--- src/rtl/jsc_pkg.sv ---
package jsc_pkg;
    localparam int NPIN  = 2;
    localparam int REG_W = 16;
    localparam int MUTE_W = 3;

    // bit positions of the control/status word
    localparam int POS_FLAG = 0;
    localparam int POS_LVL  = 2;
    localparam int POS_MODE = 4;
    localparam int POS_TMR  = 6;
    localparam int POS_BYP  = 8;
    localparam int POS_MUTE = 10;

    typedef struct packed {
        logic [NPIN-1:0]   flag;
        logic [NPIN-1:0]   mode;
        logic [NPIN-1:0]   tmr;
        logic [NPIN-1:0]   byp;
        logic [MUTE_W-1:0] mute;
    } ctl_regs_t;
endpackage

--- src/rtl/jsc_sync.sv ---
module jsc_sync #(
    parameter int STAGES = 2
) (
    input  logic clk,
    input  logic rst_n,
    input  logic din,
    output logic dout
);
    logic [STAGES-1:0] chain_d, chain_q;

    always_comb begin
        chain_d = {chain_q[STAGES-2:0], din};
    end

    always_ff @(posedge clk or negedge rst_n) begin
        if (!rst_n) chain_q <= '0;
        else        chain_q <= chain_d;
    end

    assign dout = chain_q[STAGES-1];
endmodule

--- src/rtl/jsc_qual.sv ---
module jsc_qual #(
    parameter int CNT_MAX = 1000
) (
    input  logic clk,
    input  logic rst_n,
    input  logic lvl_i,
    input  logic tmr_en_i,
    output logic qual_o,
    output logic rise_o
);
    localparam int CW = $clog2(CNT_MAX + 1);

    typedef struct packed {
        logic [CW-1:0] cnt;
        logic          qual;
    } qual_st_t;

    qual_st_t st_d, st_q;
    logic     at_max;

    always_comb begin
        st_d   = st_q;
        at_max = (st_q.cnt == CW'(CNT_MAX));
        if (!lvl_i)       st_d.cnt = '0;
        else if (!at_max) st_d.cnt = st_q.cnt + 1'b1;
        st_d.qual = lvl_i && (tmr_en_i ? at_max : 1'b1);
    end

    always_ff @(posedge clk or negedge rst_n) begin
        if (!rst_n) st_q <= '0;
        else        st_q <= st_d;
    end

    assign qual_o = st_q.qual;
    assign rise_o = st_d.qual & ~st_q.qual;

    logic [CW-1:0] cnt_q;
    assign cnt_q = st_q.cnt;

    AST_QUAL_WAIT: assert property (@(posedge clk) disable iff (!rst_n)
        $rose(qual_o) && $past(tmr_en_i) |-> $past(cnt_q) == CW'(CNT_MAX));
    AST_QUAL_LOW: assert property (@(posedge clk) disable iff (!rst_n)
        !lvl_i |=> !qual_o);
endmodule

--- src/rtl/jack_sense_ctl.sv ---
module jack_sense_ctl
    import jsc_pkg::*;
#(
    parameter int CLK_KHZ = 125000,
    parameter int QUAL_MS = 278
) (
    input  logic        clk,
    input  logic        rst_n,
    input  logic [1:0]  jack_in,
    input  logic        wr_en,
    input  logic [15:0] wr_data,
    output logic [15:0] rd_data,
    output logic        irq,
    output logic        eq_bypass
);
    localparam int QUAL_CYCLES = CLK_KHZ * QUAL_MS;

    ctl_regs_t       reg_d, reg_q;
    logic [NPIN-1:0] lvl_sync;
    logic [NPIN-1:0] lvl_qual;
    logic [NPIN-1:0] lvl_rise;
    logic [NPIN-1:0] hw_set;

    for (genvar i = 0; i < NPIN; i++) begin : g_pin
        jsc_sync #(.STAGES(2)) u_sync (
            .clk  (clk),
            .rst_n(rst_n),
            .din  (jack_in[i]),
            .dout (lvl_sync[i])
        );
        jsc_qual #(.CNT_MAX(QUAL_CYCLES)) u_qual (
            .clk     (clk),
            .rst_n   (rst_n),
            .lvl_i   (lvl_sync[i]),
            .tmr_en_i(reg_q.tmr[i]),
            .qual_o  (lvl_qual[i]),
            .rise_o  (lvl_rise[i])
        );
    end

    always_comb begin
        hw_set = lvl_rise & reg_q.mode;
        reg_d  = reg_q;
        if (wr_en) begin
            reg_d.flag = wr_data[POS_FLAG +: NPIN];
            reg_d.mode = wr_data[POS_MODE +: NPIN];
            reg_d.tmr  = wr_data[POS_TMR  +: NPIN];
            reg_d.byp  = wr_data[POS_BYP  +: NPIN];
            reg_d.mute = wr_data[POS_MUTE +: MUTE_W];
        end
        reg_d.flag = reg_d.flag | hw_set;
    end

    always_ff @(posedge clk or negedge rst_n) begin
        if (!rst_n) reg_q <= '0;
        else        reg_q <= reg_d;
    end

    always_comb begin
        rd_data = '0;
        rd_data[POS_FLAG +: NPIN]   = reg_q.flag;
        rd_data[POS_LVL  +: NPIN]   = lvl_sync;
        rd_data[POS_MODE +: NPIN]   = reg_q.mode;
        rd_data[POS_TMR  +: NPIN]   = reg_q.tmr;
        rd_data[POS_BYP  +: NPIN]   = reg_q.byp;
        rd_data[POS_MUTE +: MUTE_W] = reg_q.mute;
    end

    assign irq       = |reg_q.flag;
    assign eq_bypass = |(reg_q.byp & lvl_qual);

    logic [NPIN-1:0] flag_q, mode_q;
    assign flag_q = reg_q.flag;
    assign mode_q = reg_q.mode;

    for (genvar i = 0; i < NPIN; i++) begin : g_chk
        AST_FLAG_HOLD: assert property (@(posedge clk) disable iff (!rst_n)
            flag_q[i] && !(wr_en && !wr_data[i]) |=> flag_q[i]);
        AST_FLAG_CLEAR_CAUSE: assert property (@(posedge clk) disable iff (!rst_n)
            $fell(flag_q[i]) |-> $past(wr_en && !wr_data[i]));
        AST_FLAG_SET_CAUSE: assert property (@(posedge clk) disable iff (!rst_n)
            $rose(flag_q[i]) |-> $past(wr_en && wr_data[i]) || $past(lvl_rise[i] && mode_q[i]));
        AST_JACK_MODE_QUIET: assert property (@(posedge clk) disable iff (!rst_n)
            !mode_q[i] && !flag_q[i] && !(wr_en && wr_data[i]) |=> !flag_q[i]);
        AST_HW_WINS: assert property (@(posedge clk) disable iff (!rst_n)
            lvl_rise[i] && mode_q[i] |=> flag_q[i]);
    end

    AST_EQ_NEEDS_EN: assert property (@(posedge clk) disable iff (!rst_n)
        eq_bypass |-> |reg_q.byp);
    AST_IRQ_FLAGS: assert property (@(posedge clk) disable iff (!rst_n)
        $rose(irq) |-> $past(wr_en) || $past(|(lvl_rise & mode_q)));
endmodule

--- config.mk ---
export PLATFORM = sky130hd
export DESIGN_NAME = jack_sense_ctl
export DESIGN_NICKNAME = d
export VERILOG_FILES = /design/src/rtl/jsc_pkg.sv /design/src/rtl/jsc_sync.sv /design/src/rtl/jsc_qual.sv /design/src/rtl/jack_sense_ctl.sv
export SDC_FILE = /design/constraint.sdc
export NUM_CORES = 1
export LEC_CHECK = 0
export ABC_AREA = 1
export ABC_CLOCK_PERIOD_IN_PS = 1850
export CORE_MARGIN = 10
export CORE_UTILIZATION = 29
export DETAILED_ROUTE_END_ITERATION = 7
export GPL_TIMING_DRIVEN = 1
export SYNTH_ARGS = -nofsm -noshare
export SYNTH_HDL_FRONTEND = slang
export SYNTH_SLANG_ARGS = --single-unit
--- constraint.sdc ---
create_clock -name clk -period 1.85 [get_ports clk]
set_clock_uncertainty 0.2 [all_clocks]
set_input_delay 0.185 -clock clk [delete_from_list [all_inputs] [get_ports clk]]
set_output_delay 0.185 -clock clk [all_outputs]
set_load 0.02 [all_outputs]
* Word-level counts from Yosys, hierarchy flattened
Index checks and enable logic that the tools add are counted.
** Storage, ports and cells
- Register bits after elaboration :: 69
- Bits of input ports :: 21
- Word-level logic and storage cells :: 35
** Cells by class
- Eq/ne operators :: 4
- Bitwise gates (word level) :: 7
- $add $sub $neg :: 2
- Multiplexer cells :: 7
- Reduce and logical (&&, ||, !) cells :: 4
** Operator list (number)
- $mux 26 :: 4
- $add 26x1->26 const B :: 2
- $eq 26x26->1 const B :: 2
- $mux 11 :: 1
- $and 2x2->2 :: 2
- $ne 2x2->1 const B :: 2
- $reduce_or 2->1 :: 2
- $and 1x1->1 :: 2
- $logic_and 1x1->1 :: 2
- $mux 1 :: 2
- $not 1->1 :: 2
- $or 2x2->2 :: 1

* Logic depth before layout (Yosys ltp)
Gate-level depths: netlist (run 1).
- Depth after elaboration :: 6
- Depth in mapped cells :: 10
- Mapped depth without buffers :: 10

* Hierarchy
From an unflattened synthesis (run 1), not the netlist that was laid out.
** Unflattened totals
- Cell total of the unflattened synthesis :: 597
- Area, all modules :: 4171.5 um2
** Modules (own cells, without submodules)
- jsc_qual :: area each 1793.0 um2, instances 2, cells each 268
- jack_sense_ctl :: area each 485.5 um2, instances 1, cells each 57
- jsc_sync :: area each 50.0 um2, instances 2, cells each 2

* Worst setup path before layout (run 1)
Ideal clock, no wire load.
- Path kind :: register to register
- Start point :: register g_pin[0].u_qual.st_q (netlist bit g_pin[0].u_qual.cnt_q[0])
- End point :: register g_pin[0].u_qual.st_q (netlist bit g_pin[0].u_qual.cnt_q[24])
- Library setup time :: 0.117 ns
- Arrival time :: 1.292 ns
- Setup slack :: 0.241 ns
- Required time :: 1.533 ns
- Buffers on the path :: 0
- Stages on the path, launching flop included :: 11
- Path through :: dfrtp_1 > ha_1 > nand2_1 > nor2_4 > nand2_4 > inv_2 > nand2_1 > nor2_2 > nand2_1 > nor2_1 > nor2_1
** On the way
- Word-level cells in the longest chain between the ends :: 3
** Ends and longest elaborated chain
- start, declared :: RTL line jsc_qual.sv:18 : qual_st_t st_d, st_q;
- start signal, assigned :: RTL line jsc_qual.sv:31 : else st_q <= st_d;
- $add 26x1->26 :: RTL line jsc_qual.sv:25 : else if (!at_max) st_d.cnt = st_q.cnt + 1'b1;
- $mux 26 :: RTL line jsc_qual.sv:25
- $mux 26 :: RTL line jsc_qual.sv:24 : if (!lvl_i) st_d.cnt = '0;
Several ways; a longest one is shown, not always the timed one. The select of a mux whose other input is x is not followed.
A chain may end at the register's enable or synchronous reset.

* Worst setup path after layout (run 1)
- Start point :: register g_pin[1].u_qual.st_q (netlist bit g_pin[1].u_qual.cnt_q[0])
- End point :: register g_pin[1].u_qual.st_q (netlist bit g_pin[1].u_qual.cnt_q[14])
** On the way
- Word-level cells in the longest chain between the ends :: 3
** Ends and longest elaborated chain (RTL line)
- start, declared :: jsc_qual.sv:18
- start signal, assigned :: jsc_qual.sv:31
- $add 26x1->26 :: jsc_qual.sv:25
- $mux 26 :: jsc_qual.sv:25
- $mux 26 :: jsc_qual.sv:24
Several ways; a longest one is shown, not always the timed one. The select of a mux whose other input is x is not followed.

==> results.py, run 1 <==
metrics = {
    "detailed_routing": {
        "wl_per_cell_um": 12.6,
        "detail_route.drc_violations": 0,
        "ant_nets": 0,
        "firstDrtPassIters": 5,
        "vias": 3586,
        "drtIter0Drc": 206,
        "finalWirelength_um": 9830,
        "post_drt_via_cell_ratio": 4.58,
    },
    "timing": {
        "timing.slew.headroom_pct": 64.5,
        "worst_slack_ns": 0.118,
        "hold_viol": 0,
        "fmax_mhz": 577,
        "slew_violations": 0,
        "period_minus_slack_ns": 1.73,
        "setup_violations": 0,
        "setup_total_negative_slack_ns": 0,
        "timing.hold.ws_ns": 0.0821,
        "worst_pin_slew_ns": 0.532,
        "timing.final.crit_share_pct": 93.6,
    },
    "grt": {
        "initial_antenna_violation_count": 0,
        "first_pass_grt_wire_length_um": 16900,
        "global_route.overflow_total": 0,
        "grt_start_max_net_pins": 50,
        "via_count_of_the_first_global_routing_pass": 3461,
        "grt.total_usage_pct": 11.1,
    },
    "layout": {
        "mostFrequentLayoutCell": "sky130_fd_sc_hd__nand2_1",
        "finalNetCount": 627,
        "area_growth_syn_to_layout_pct": 21.2,
        "antennaDiodeCount": 0,
        "final_cell_mix": "164 x sky130_fd_sc_hd__nand2_1, 120 x sky130_fd_sc_hd__nor2_1, 69 x sky130_fd_sc_hd__dfrtp_1, 54 x sky130_fd_sc_hd__inv_1, 36 x sky130_fd_sc_hd__nand3_1",
        "final_layout_size_suffix_gt1_share_pct": 9.56,
        "finish.utilization_pct": 36.0,
        "num-fill-cells": 1383,
    },
    "floorplanning": {
        "num_rows": 42,
        "floorplan.initialDensity_pct": 29.7,
        "dieHeight_um": 137,
        "die_area_um2": 18700,
        "dieWidth_um": 137,
        "floorplan.core_area_um2": 13300,
        "boundaryPins": 39,
    },
    "job": {
        "maxcap_viol_count": 0,
    },
    "placement": {
        "dpl_worst_slack_ns": 0.0999,
        "gpl.final_weighted_congestion": 0.933,
        "portBuffers": 30,
        "place.detailed.hpwl_um": 7430,
    },
    "clocking": {
        "cts.sink_count": 69,
        "clk_transition_reported_paths_ns": 0.06,
        "cts_tree": "built",
        "ctsRootBufferMaster": "sky130_fd_sc_hd__clkbuf_16",
        "cts-root-to-sink-buffers": 2,
        "clk-insertion-delay-late_ns": 0.33,
        "cts_htree_levels": 3,
        "cts-buffers-inserted": 9,
    },
    "setup_path": {
        "worstPathBufferInverterCount": 0,
        "critical_path.endpoint_type": "register",
        "critPathMaxFanout": 6,
        "crit_path_top_delay_cell": "sky130_fd_sc_hd__dfrtp_1",
        "worst_path_required_ns": 1.85,
        "cp_top_family": "simple AND/OR/NAND/NOR gates",
        "timing.critical_path.cells": "ha_2, nand2_1, nor2_4, nand2_1, nor2_1, xor2_1, nor2_1",
        "setup.worst_path.class": "reg -> reg",
        "critPathLaunchType": "register",
        "worst_ep_arrival_time_ns": 1.73,
        "cpPeakStageDelay_ns": 0.40,
    },
    "yosys": {
        "count_of_cell_types_in_the_netlist": 29,
        "syn_area_um2": 3950,
        "synth.yosys.seq_area_share_pct": 43.7,
        "synthesis.yosys.warnings": 0,
        "synth.avg_cell_area_um2": 7.04,
        "gate_count_post_synth": 561,
        "synth-seq-cells": 69,
    },
    "power": {
        "power.density_cell_area_nw_per_um2": 728,
        "total_power_w": 0.00349,
        "p_leak_nw": 2.08,
        "vdd.ir_drop.worst_uv": 465,
    },
    "worst_hold_path": {
        "hp-class": "in -> async",
    },
    "outcome": {
        "status": "completed",
    },
}
through the flow:
stage	area (µm²)	instances
3_5_place_dp	4460	762
2_1_floorplan	3960	563
6_report	4790	783
4_1_cts	4740	779
5_1_grt	4790	783
3_3_place_gp	4460	762
where the power goes:
group | total (W) | switching (W) | internal [W]
Sequential | 0.00158 | 0.0000303 | 0.00155
Combinational | 0.000304 | 0.000170 | 0.000134
Clock | 0.00160 | 0.000656 | 0.000943
Total | 0.00349 | 0.000856 | 0.00263
synth_stat cells:
cell type / number / share of area [%]
sky130_fd_sc_hd__nand2_1: 164 / 16
sky130_fd_sc_hd__nor2_1: 120 / 11
sky130_fd_sc_hd__dfrtp_1: 69 / 44
sky130_fd_sc_hd__inv_1: 55 / 5.2
sky130_fd_sc_hd__nand3_1: 36 / 4.6
sky130_fd_sc_hd__a21oi_1: 21 / 2.7
sky130_fd_sc_hd__o21ai_0: 18 / 2.3
sky130_fd_sc_hd__nor3_1: 12 / 1.5
sky130_fd_sc_hd__nor2_2: 8 / 1.3
sky130_fd_sc_hd__buf_4: 7 / 1.3
sky130_fd_sc_hd__xor2_1: 6 / 1.3
sky130_fd_sc_hd__clkbuf_1: 5 / 0.48
sky130_fd_sc_hd__mux2_2: 5 / 1.4
sky130_fd_sc_hd__nor2_4: 5 / 1.4
sky130_fd_sc_hd__ha_1: 4 / 1.3
sky130_fd_sc_hd__inv_2: 4 / 0.38
sky130_fd_sc_hd__nand2_2: 4 / 0.63
sky130_fd_sc_hd__and2_1: 3 / 0.48
sky130_fd_sc_hd__nand4_1: 3 / 0.48
sky130_fd_sc_hd__xnor2_1: 3 / 0.67
sky130_fd_sc_hd__a211oi_1: 1 / 0.19
sky130_fd_sc_hd__a22o_1: 1 / 0.22
sky130_fd_sc_hd__buf_2: 1 / 0.13
sky130_fd_sc_hd__conb_1: 1 / 0.095
sky130_fd_sc_hd__mux2i_1: 1 / 0.25
sky130_fd_sc_hd__nand2_4: 1 / 0.29
sky130_fd_sc_hd__nand3_2: 1 / 0.25
sky130_fd_sc_hd__nand3b_1: 1 / 0.19
sky130_fd_sc_hd__nand3b_2: 1 / 0.29
timing repair:
| action | CTS | global route |
|---|---|---|
| pin swaps | 0 | 3 |
| hold endpoints to repair | 69 | 0 |
| setup endpoints to repair | 1 | 7 |
| gates resized for setup | 1 | 5 |
| hold buffers | 1 | 0 |
| setup buffers | 0 | 4 |
path summary, 6_finish.rpt:
check                                            from                          to  slack [ns]  cells after the start
max                          g_pin[1].u_qual.cnt_q[0]   g_pin[1].u_qual.cnt_q[14]        0.12                      7
min                                             rst_n   g_pin[1].u_qual.cnt_q[24]        0.08                      2
max reg2reg                  g_pin[1].u_qual.cnt_q[0]   g_pin[1].u_qual.cnt_q[14]        0.12                      7
min reg2reg                g_pin[0].u_sync.chain_q[0]  g_pin[0].u_sync.chain_q[1]        0.16                      0
max in group asynchronous                       rst_n   g_pin[0].u_qual.cnt_q[15]        0.80                      3
min in group clk                           jack_in[0]  g_pin[0].u_sync.chain_q[0]        0.09                      1
area by class of cell:
cell class                 count  area [µm²]  share of cell area [%]
clock buffer                  11         243                    5.07
inverter                      59         221                    4.63
multi-input combinational    422        1940                    40.6
sequential                    69        1730                    36.1
clock inverter                 5        36.3                   0.758
tap                          176         220                    4.60
timing repair buffer          41         397                    8.29
sequential cells by signal, indices dropped and copies added (netlist names):
signal and cells:
flag_q 2, g_pin.u_qual.cnt_q 52, g_pin.u_qual.qual_o 2, g_pin.u_sync.chain_q 4
mode_q 2, rd_data 7
per-layer routing:
| layer | routed length, µm | GRT usage, % | vias to the layer above | part of all wire [%] |
|---|---|---|---|---|
| met1 | 4530 | 13.9 | 1679 | 46 |
| met2 | 4770 | 18.2 | 80 | 49 |
| met3 | 463 | 3.63 | 12 | 4.7 |
| met5 | 0 | 0 | - | 0 |
| met4 | 72 | 2.19 | 0 | 0.73 |
| li1 | - | - | 1815 | - |
cell families after synthesis:
family | Yosys count | share of synthesized area (%)
other | 1 | 0.0949
XOR/XNOR | 9 | 2.00
AO/OA/AOI/OAI | 41 | 5.35
buffers and inverters | 72 | 7.54
multiplexers | 6 | 1.68
flip-flops | 69 | 43.7
adder cells (fa/ha/maj) | 4 | 1.27
AND/OR/NAND/NOR | 359 | 38.4
worst reg2reg max path: stages, from the launching register on:
cell and delay [ns]:
sky130_fd_sc_hd__dfrtp_1 0.40, sky130_fd_sc_hd__ha_2 0.24, sky130_fd_sc_hd__nand2_1 0.10, sky130_fd_sc_hd__nor2_4 0.20
sky130_fd_sc_hd__nand2_1 0.11, sky130_fd_sc_hd__nor2_1 0.14, sky130_fd_sc_hd__xor2_1 0.15, sky130_fd_sc_hd__nor2_1 0.06
No activity file was read; power rests on OpenSTA's default activity.
==> run 2, diff against run 1 <==
- PLACE_DENSITY: unset -> 0.46
- SKIP_CTS_REPAIR_TIMING: unset -> 1
==> run 2 against run 1 <==
  * Sequential power about the same
  * Core utilization is 0.68 points higher
  * Count of clock-buffer cells in the layout unchanged
  * Worst setup slack lost 0.0089 ns
  * Via count rose by 0.22%
  * Sequential share of layout area decreased by 0.67 points
  * Final cell count is 0.38% higher
  * Combinational power rose by 4%
  * Critical path type unchanged
  * Largest cell class unchanged
  * Largest power group unchanged
==> results.py, run 2 (synthesis results as in run 1) <==
metrics = {
    "outcome": {
        "status": "completed",
    },
    "timing": {
        "setup_violations": 0,
        "hold_viol": 0,
        "rsz0062_at_grt": "yes",
        "fmax_mhz": 574,
        "setup_total_negative_slack_ns": 0,
        "timing.final.crit_share_pct": 94.1,
        "period_minus_slack_ns": 1.74,
        "slew_violations": 0,
    },
    "placement": {
        "portBuffers": 30,
        "placedCellCount": 763,
        "gpl.final_weighted_congestion": 0.889,
        "place.detailed.hpwl_um": 7900,
    },
    "setup_path": {
        "critical_path.endpoint_type": "register",
        "cp_top_family": "simple AND/OR/NAND/NOR gates",
        "critPathMaxFanout": 4,
        "setup.worst_path.class": "reg -> reg",
        "cpPeakStageDelay_ns": 0.40,
        "critPathLaunch": "g_pin[0].u_qual.cnt_q[1]",
        "reg2reg_depth": 10,
        "r2r_start": "g_pin[0].u_qual.cnt_q[1]",
        "timing.critical_path.cells": "ha_2, nand2_2, nor2_4, nand2_4, inv_4, nand2_2, nor2_4, nand2_1, nor2_1, nor2_1",
        "path_depth": 10,
        "critPathLaunchType": "register",
        "worst_ep_arrival_time_ns": 1.77,
        "worst_path_required_ns": 1.88,
        "crit_path_top_delay_cell": "sky130_fd_sc_hd__dfrtp_1",
        "worstPathBufferInverterCount": 1,
    },
    "layout": {
        "num-fill-cells": 1427,
        "flip_flop_count_of_the_largest_register_all_copies_and_words_added": 52,
        "final_layout_size_suffix_gt1_share_pct": 11.0,
        "multiInputGateArea_um2": 1960,
        "antennaDiodeCount": 0,
        "final_cell_mix": "162 x sky130_fd_sc_hd__nand2_1, 117 x sky130_fd_sc_hd__nor2_1, 69 x sky130_fd_sc_hd__dfrtp_1, 54 x sky130_fd_sc_hd__inv_1, 36 x sky130_fd_sc_hd__nand3_1",
        "register_area_um2": 1730,
        "number_of_non_filler_instances_in_the_completed_layout": 786,
        "mostFrequentLayoutCell": "sky130_fd_sc_hd__nand2_1",
        "area_growth_syn_to_layout_pct": 23.5,
        "finalNetCount": 631,
    },
    "floorplanning": {
        "dieHeight_um": 137,
        "floorplan.core_area_um2": 13300,
        "floorplan.initialDensity_pct": 29.7,
        "die_area_um2": 18700,
        "dieWidth_um": 137,
        "num_rows": 42,
        "boundaryPins": 39,
    },
    "clocking": {
        "clk-insertion-delay-late_ns": 0.34,
        "clk_transition_reported_paths_ns": 0.06,
        "cts-buffers-inserted": 9,
        "cts-root-to-sink-buffers": 2,
        "cts.sink_count": 69,
        "cts_tree": "built",
        "ctsRootBufferMaster": "sky130_fd_sc_hd__clkbuf_16",
        "cts_htree_levels": 3,
    },
    "worst_hold_path": {
        "whs_path_depth": 1,
        "worst_hold_path_startpoint": "jack_in[1]",
        "hp-class": "in -> reg",
    },
    "grt": {
        "via_count_of_the_first_global_routing_pass": 3490,
        "grt.total_usage_pct": 11.8,
        "initial_antenna_violation_count": 0,
        "grt_start_max_net_pins": 44,
        "first_pass_grt_wire_length_um": 17500,
        "global_route.overflow_total": 0,
    },
    "power": {
        "power.density_cell_area_nw_per_um2": 767,
        "vdd.ir_drop.worst_uv": 409,
        "p_leak_nw": 2.14,
    },
    "detailed_routing": {
        "wl_per_cell_um": 13.3,
        "post_drt_via_cell_ratio": 4.57,
        "detail_route.drc_violations": 0,
        "drtIter0Drc": 175,
        "vias": 3594,
        "finalWirelength_um": 10500,
        "firstDrtPassIters": 4,
        "ant_nets": 0,
    },
    "job": {
        "maxcap_viol_count": 0,
    },
}
-- run 2: changes by cell type in the layout (fill, tap and decap cells not counted), sizes merged --
cell	previous run	this run
buf	11	15
bufinv	0	2
clkinv	2	1
clkinvlp	3	1
dlymetal6s2s	1	2
dlygate4sd2	1	0
-- run 2: cell type report --
class,instances,area share [%]
Clock buffer,11,4.98
Clock inverter,4,1.49
Inverter,59,4.64
Multi-Input combinational cell,422,40.1
Sequential cell,69,35.4
Tap cell,176,4.52
Timing Repair Buffer,45,8.83
-- run 2: worst paths after layout --
kind	end	slack (ns)
min in group asynchronous	g_pin[0].u_qual.cnt_q[13]	0.13
max in group asynchronous	g_pin[1].u_qual.cnt_q[18]	0.77
worst min register to register	g_pin[1].u_sync.chain_q[1]	0.15
worst min-delay path	g_pin[1].u_sync.chain_q[0]	0.09
worst max-delay path	g_pin[0].u_qual.cnt_q[24]	0.11
worst max register to register	g_pin[0].u_qual.cnt_q[24]	0.11
-- run 2: per-layer routing --
| layer | wire (µm) | vias to the layer above | global-route usage, % |
|---|---|---|---|
| met5 | 0 | - | 0 |
| met4 | 195 | 0 | 5.56 |
| met3 | 807 | 13 | 4.00 |
| met2 | 4450 | 104 | 17.2 |
| met1 | 5000 | 1647 | 15.4 |
| li1 | - | 1830 | - |
-- run 2: worst register-to-register path: cells and delay by family (launching register included) --
kind	cells	cell delay [ns]
flops	1	0.40
simple gates	8	0.76
fa+ha+maj	1	0.22
buf+inv	1	0.07
-- run 2: through the flow --
stage	instance area, µm²	total power [W]	hold WS (ns)	util (%)	setup WS, ns
finish	4880	0.00374	0.0882	36.7	0.109
floorplan	3960	0.00176	-0.311	-	0.241
detailed placement	4460	0.00192	-0.0582	33.6	0.0543
global route	4880	0.00389	0.104	36.7	-0.00972
CTS	4780	0.00380	-0.423	35.9	-0.0708
global placement	4460	0.00192	-0.0613	33.6	0.0874
-- run 2: power by group --
group	leakage (nW)	switching (W)	internal [W]
sequential	0.924	0.0000296	0.00155
combinational	1.06	0.000175	0.000140
clock	0.152	0.000637	0.00121
total	2.14	0.000842	0.00290
==> run 3, diff against run 2 <==
- CORE_MARGIN: 10 -> 5
- PLACE_DENSITY: 0.46 -> unset
- PLACE_DENSITY_LB_ADDON: unset -> 0.15
==> run 3 against run 2 <==
  * Count of clock-buffer cells in the layout is 2 lower
  * Clock power is 14% lower
  * Flip-flop and latch count stayed put
  * Critical endpoint is now irq
  * Highest routed layer unchanged
  * Core utilization is 0.70 points lower
  * Via count is 0.78% lower
  * Sequential power hardly changed
  * First-iteration DRC count is 4.6% higher
  * Maximum frequency is 2.5% lower
  * Routed wire length is 3.6% lower
==> results.py, run 3 (synthesis results as in run 1) <==
metrics = {
    "detailed_routing": {
        "drtIter0Drc": 183,
        "ant_nets": 0,
        "finalWirelength_um": 10100,
        "post_drt_via_cell_ratio": 4.55,
        "vias": 3566,
        "wl_per_cell_um": 12.9,
        "detail_route.drc_violations": 0,
        "firstDrtPassIters": 4,
    },
    "power": {
        "sw_frac_of_total_pct": 25.4,
        "p_comb_share_pct": 8.9,
        "intPower_w": 0.00259,
        "p_seq_share_pct": 45.6,
        "vdd.ir_drop.worst_uv": 293,
        "total_power_w": 0.00347,
        "power.density_cell_area_nw_per_um2": 725,
        "power.net_switching_w": 0.000883,
        "p_leak_nw": 2.09,
        "clkPwrFrac_pct": 45.5,
    },
    "grt": {
        "grt_start_max_net_pins": 48,
        "via_count_of_the_first_global_routing_pass": 3434,
        "initial_antenna_violation_count": 0,
        "first_pass_grt_wire_length_um": 17100,
        "grt.total_usage_pct": 13.2,
        "global_route.overflow_total": 0,
    },
    "setup_path": {
        "worst_ep_arrival_time_ns": 1.40,
        "worst_path_required_ns": 1.46,
        "r2r_start": "g_pin[0].u_qual.cnt_q[1]",
        "critPathMaxFanout": 2,
        "critPathLaunchType": "register",
        "critical_path.endpoint_type": "output port",
        "timing.critical_path.cells": "inv_1, nand2_1, clkdlybuf4s50_1",
        "cpPeakStageDelay_ns": 0.61,
        "setup.worst_path.class": "reg -> out",
        "worstPathBufferInverterCount": 2,
        "cp_top_family": "buffers and inverters",
        "r2r-end": "g_pin[0].u_qual.cnt_q[24]",
        "reg2reg_depth": 10,
        "crit_path_top_delay_cell": "sky130_fd_sc_hd__clkdlybuf4s50_1",
        "setup.reg_to_reg.worst_slack_ns": 0.09,
    },
    "floorplanning": {
        "dieWidth_um": 127,
        "die_area_um2": 16100,
        "floorplan.initialDensity_pct": 29.7,
        "boundaryPins": 39,
        "floorplan.core_area_um2": 13300,
        "dieHeight_um": 127,
        "num_rows": 42,
    },
    "placement": {
        "portBuffers": 30,
        "dpl_worst_slack_ns": 0.0635,
        "gpl.final_weighted_congestion": 0.849,
        "dpl_cell_area_um2": 4460,
        "place.detailed.hpwl_um": 7620,
    },
    "worst_hold_path": {
        "hp-class": "in -> reg",
        "worst_hold_path_startpoint": "jack_in[0]",
        "hold_path_end": "g_pin[0].u_sync.chain_q[0]",
        "whs_path_depth": 1,
    },
    "layout": {
        "num-fill-cells": 1439,
        "area_growth_syn_to_layout_pct": 21.1,
        "register_area_um2": 1730,
        "stdcell_area_um2": 4780,
        "antennaDiodeCount": 0,
        "mostFrequentLayoutCell": "sky130_fd_sc_hd__nand2_1",
        "multiInputGateArea_um2": 1950,
        "flip_flop_count_of_the_largest_register_all_copies_and_words_added": 52,
        "finish.utilization_pct": 36.0,
        "final_layout_size_suffix_gt1_share_pct": 10.2,
        "final_cell_mix": "163 x sky130_fd_sc_hd__nand2_1, 119 x sky130_fd_sc_hd__nor2_1, 69 x sky130_fd_sc_hd__dfrtp_1, 54 x sky130_fd_sc_hd__inv_1, 36 x sky130_fd_sc_hd__nand3_1",
        "finalNetCount": 627,
    },
    "timing": {
        "setup_total_negative_slack_ns": 0,
        "period_minus_slack_ns": 1.78,
        "setup_violations": 0,
        "worst_slack_ns": 0.0654,
        "timing.final.crit_share_pct": 96.5,
        "slew_violations": 0,
        "rsz0062_at_grt": "yes",
        "fmax_mhz": 560,
        "hold_viol": 0,
    },
    "job": {
        "maxcap_viol_count": 0,
    },
    "clocking": {
        "clk_transition_reported_paths_ns": 0.06,
        "cts_tree": "built",
        "ctsRootBufferMaster": "sky130_fd_sc_hd__clkbuf_16",
        "cts-buffers-inserted": 9,
        "cts.sink_count": 69,
        "clk-insertion-delay-late_ns": 0.33,
        "cts_htree_levels": 3,
        "cts-root-to-sink-buffers": 2,
    },
    "outcome": {
        "status": "completed",
    },
}
[run 3: changes by cell type in the layout (fill, tap and decap cells not counted), sizes merged]
cell           before  now
clkinvlp            1    3
clkbuf             11    9
clkinv              1    4
clkdlybuf4s50      27   28
bufinv              2    0
buf                15   11
dlymetal6s2s        2    1
[run 3: how the worst max path moves through the flow]
stage                     slack [ns]                      from                         to  cells after the start
after floorplan                 0.24  g_pin[0].u_qual.cnt_q[0]  g_pin[0].u_qual.cnt_q[24]                     10
after global placement          0.08  g_pin[1].u_qual.cnt_q[0]  g_pin[1].u_qual.cnt_q[22]                      8
after detailed placement        0.06  g_pin[1].u_qual.cnt_q[0]   g_pin[1].u_qual.cnt_q[8]                      8
after CTS                      -0.07                rd_data[8]                  eq_bypass                      2
after global routing           -0.07  g_pin[0].u_qual.cnt_q[1]  g_pin[0].u_qual.cnt_q[24]                     10
final                           0.07                 flag_q[1]                        irq                      3
[run 3: cell type report]
cell class | count | share of cell area, %
clock buffer | 9 | 4.71
clock inverter | 7 | 0.889
inverter | 59 | 4.63
multi-input combinational | 422 | 40.8
sequential | 69 | 36.1
tap | 176 | 4.60
timing repair buffer | 41 | 8.32
[run 3: power by group through the flow]
| stage | Clock (W) | Combinational, W | Sequential [W] |
|---|---|---|---|
| after global routing | 0.00169 | 0.000345 | 0.00159 |
| after global placement | 0 | 0.000310 | 0.00161 |
| after floorplan | 0 | 0.000125 | 0.00163 |
| final | 0.00158 | 0.000309 | 0.00158 |
| after detailed placement | 0 | 0.000310 | 0.00161 |
| after CTS | 0.00160 | 0.000312 | 0.00158 |
[run 3: metal layers]
| layer | track usage, % | part of all wire [%] | up-vias |
|---|---|---|---|
| li1 | - | - | 1815 |
| met1 | 18.4 | 49 | 1645 |
| met2 | 20.0 | 43 | 97 |
| met3 | 3.19 | 6.0 | 9 |
| met4 | 4.35 | 1.3 | 0 |
| met5 | 0 | 0 | - |
[run 3: metrics by stage]
stage	cells	hold slack, ns
6_report	783	0.0928
5_1_grt	783	0.0917
4_1_cts	779	-0.436
3_5_place_dp	763	-0.0801
3_3_place_gp	763	-0.0842
2_1_floorplan	563	-0.311
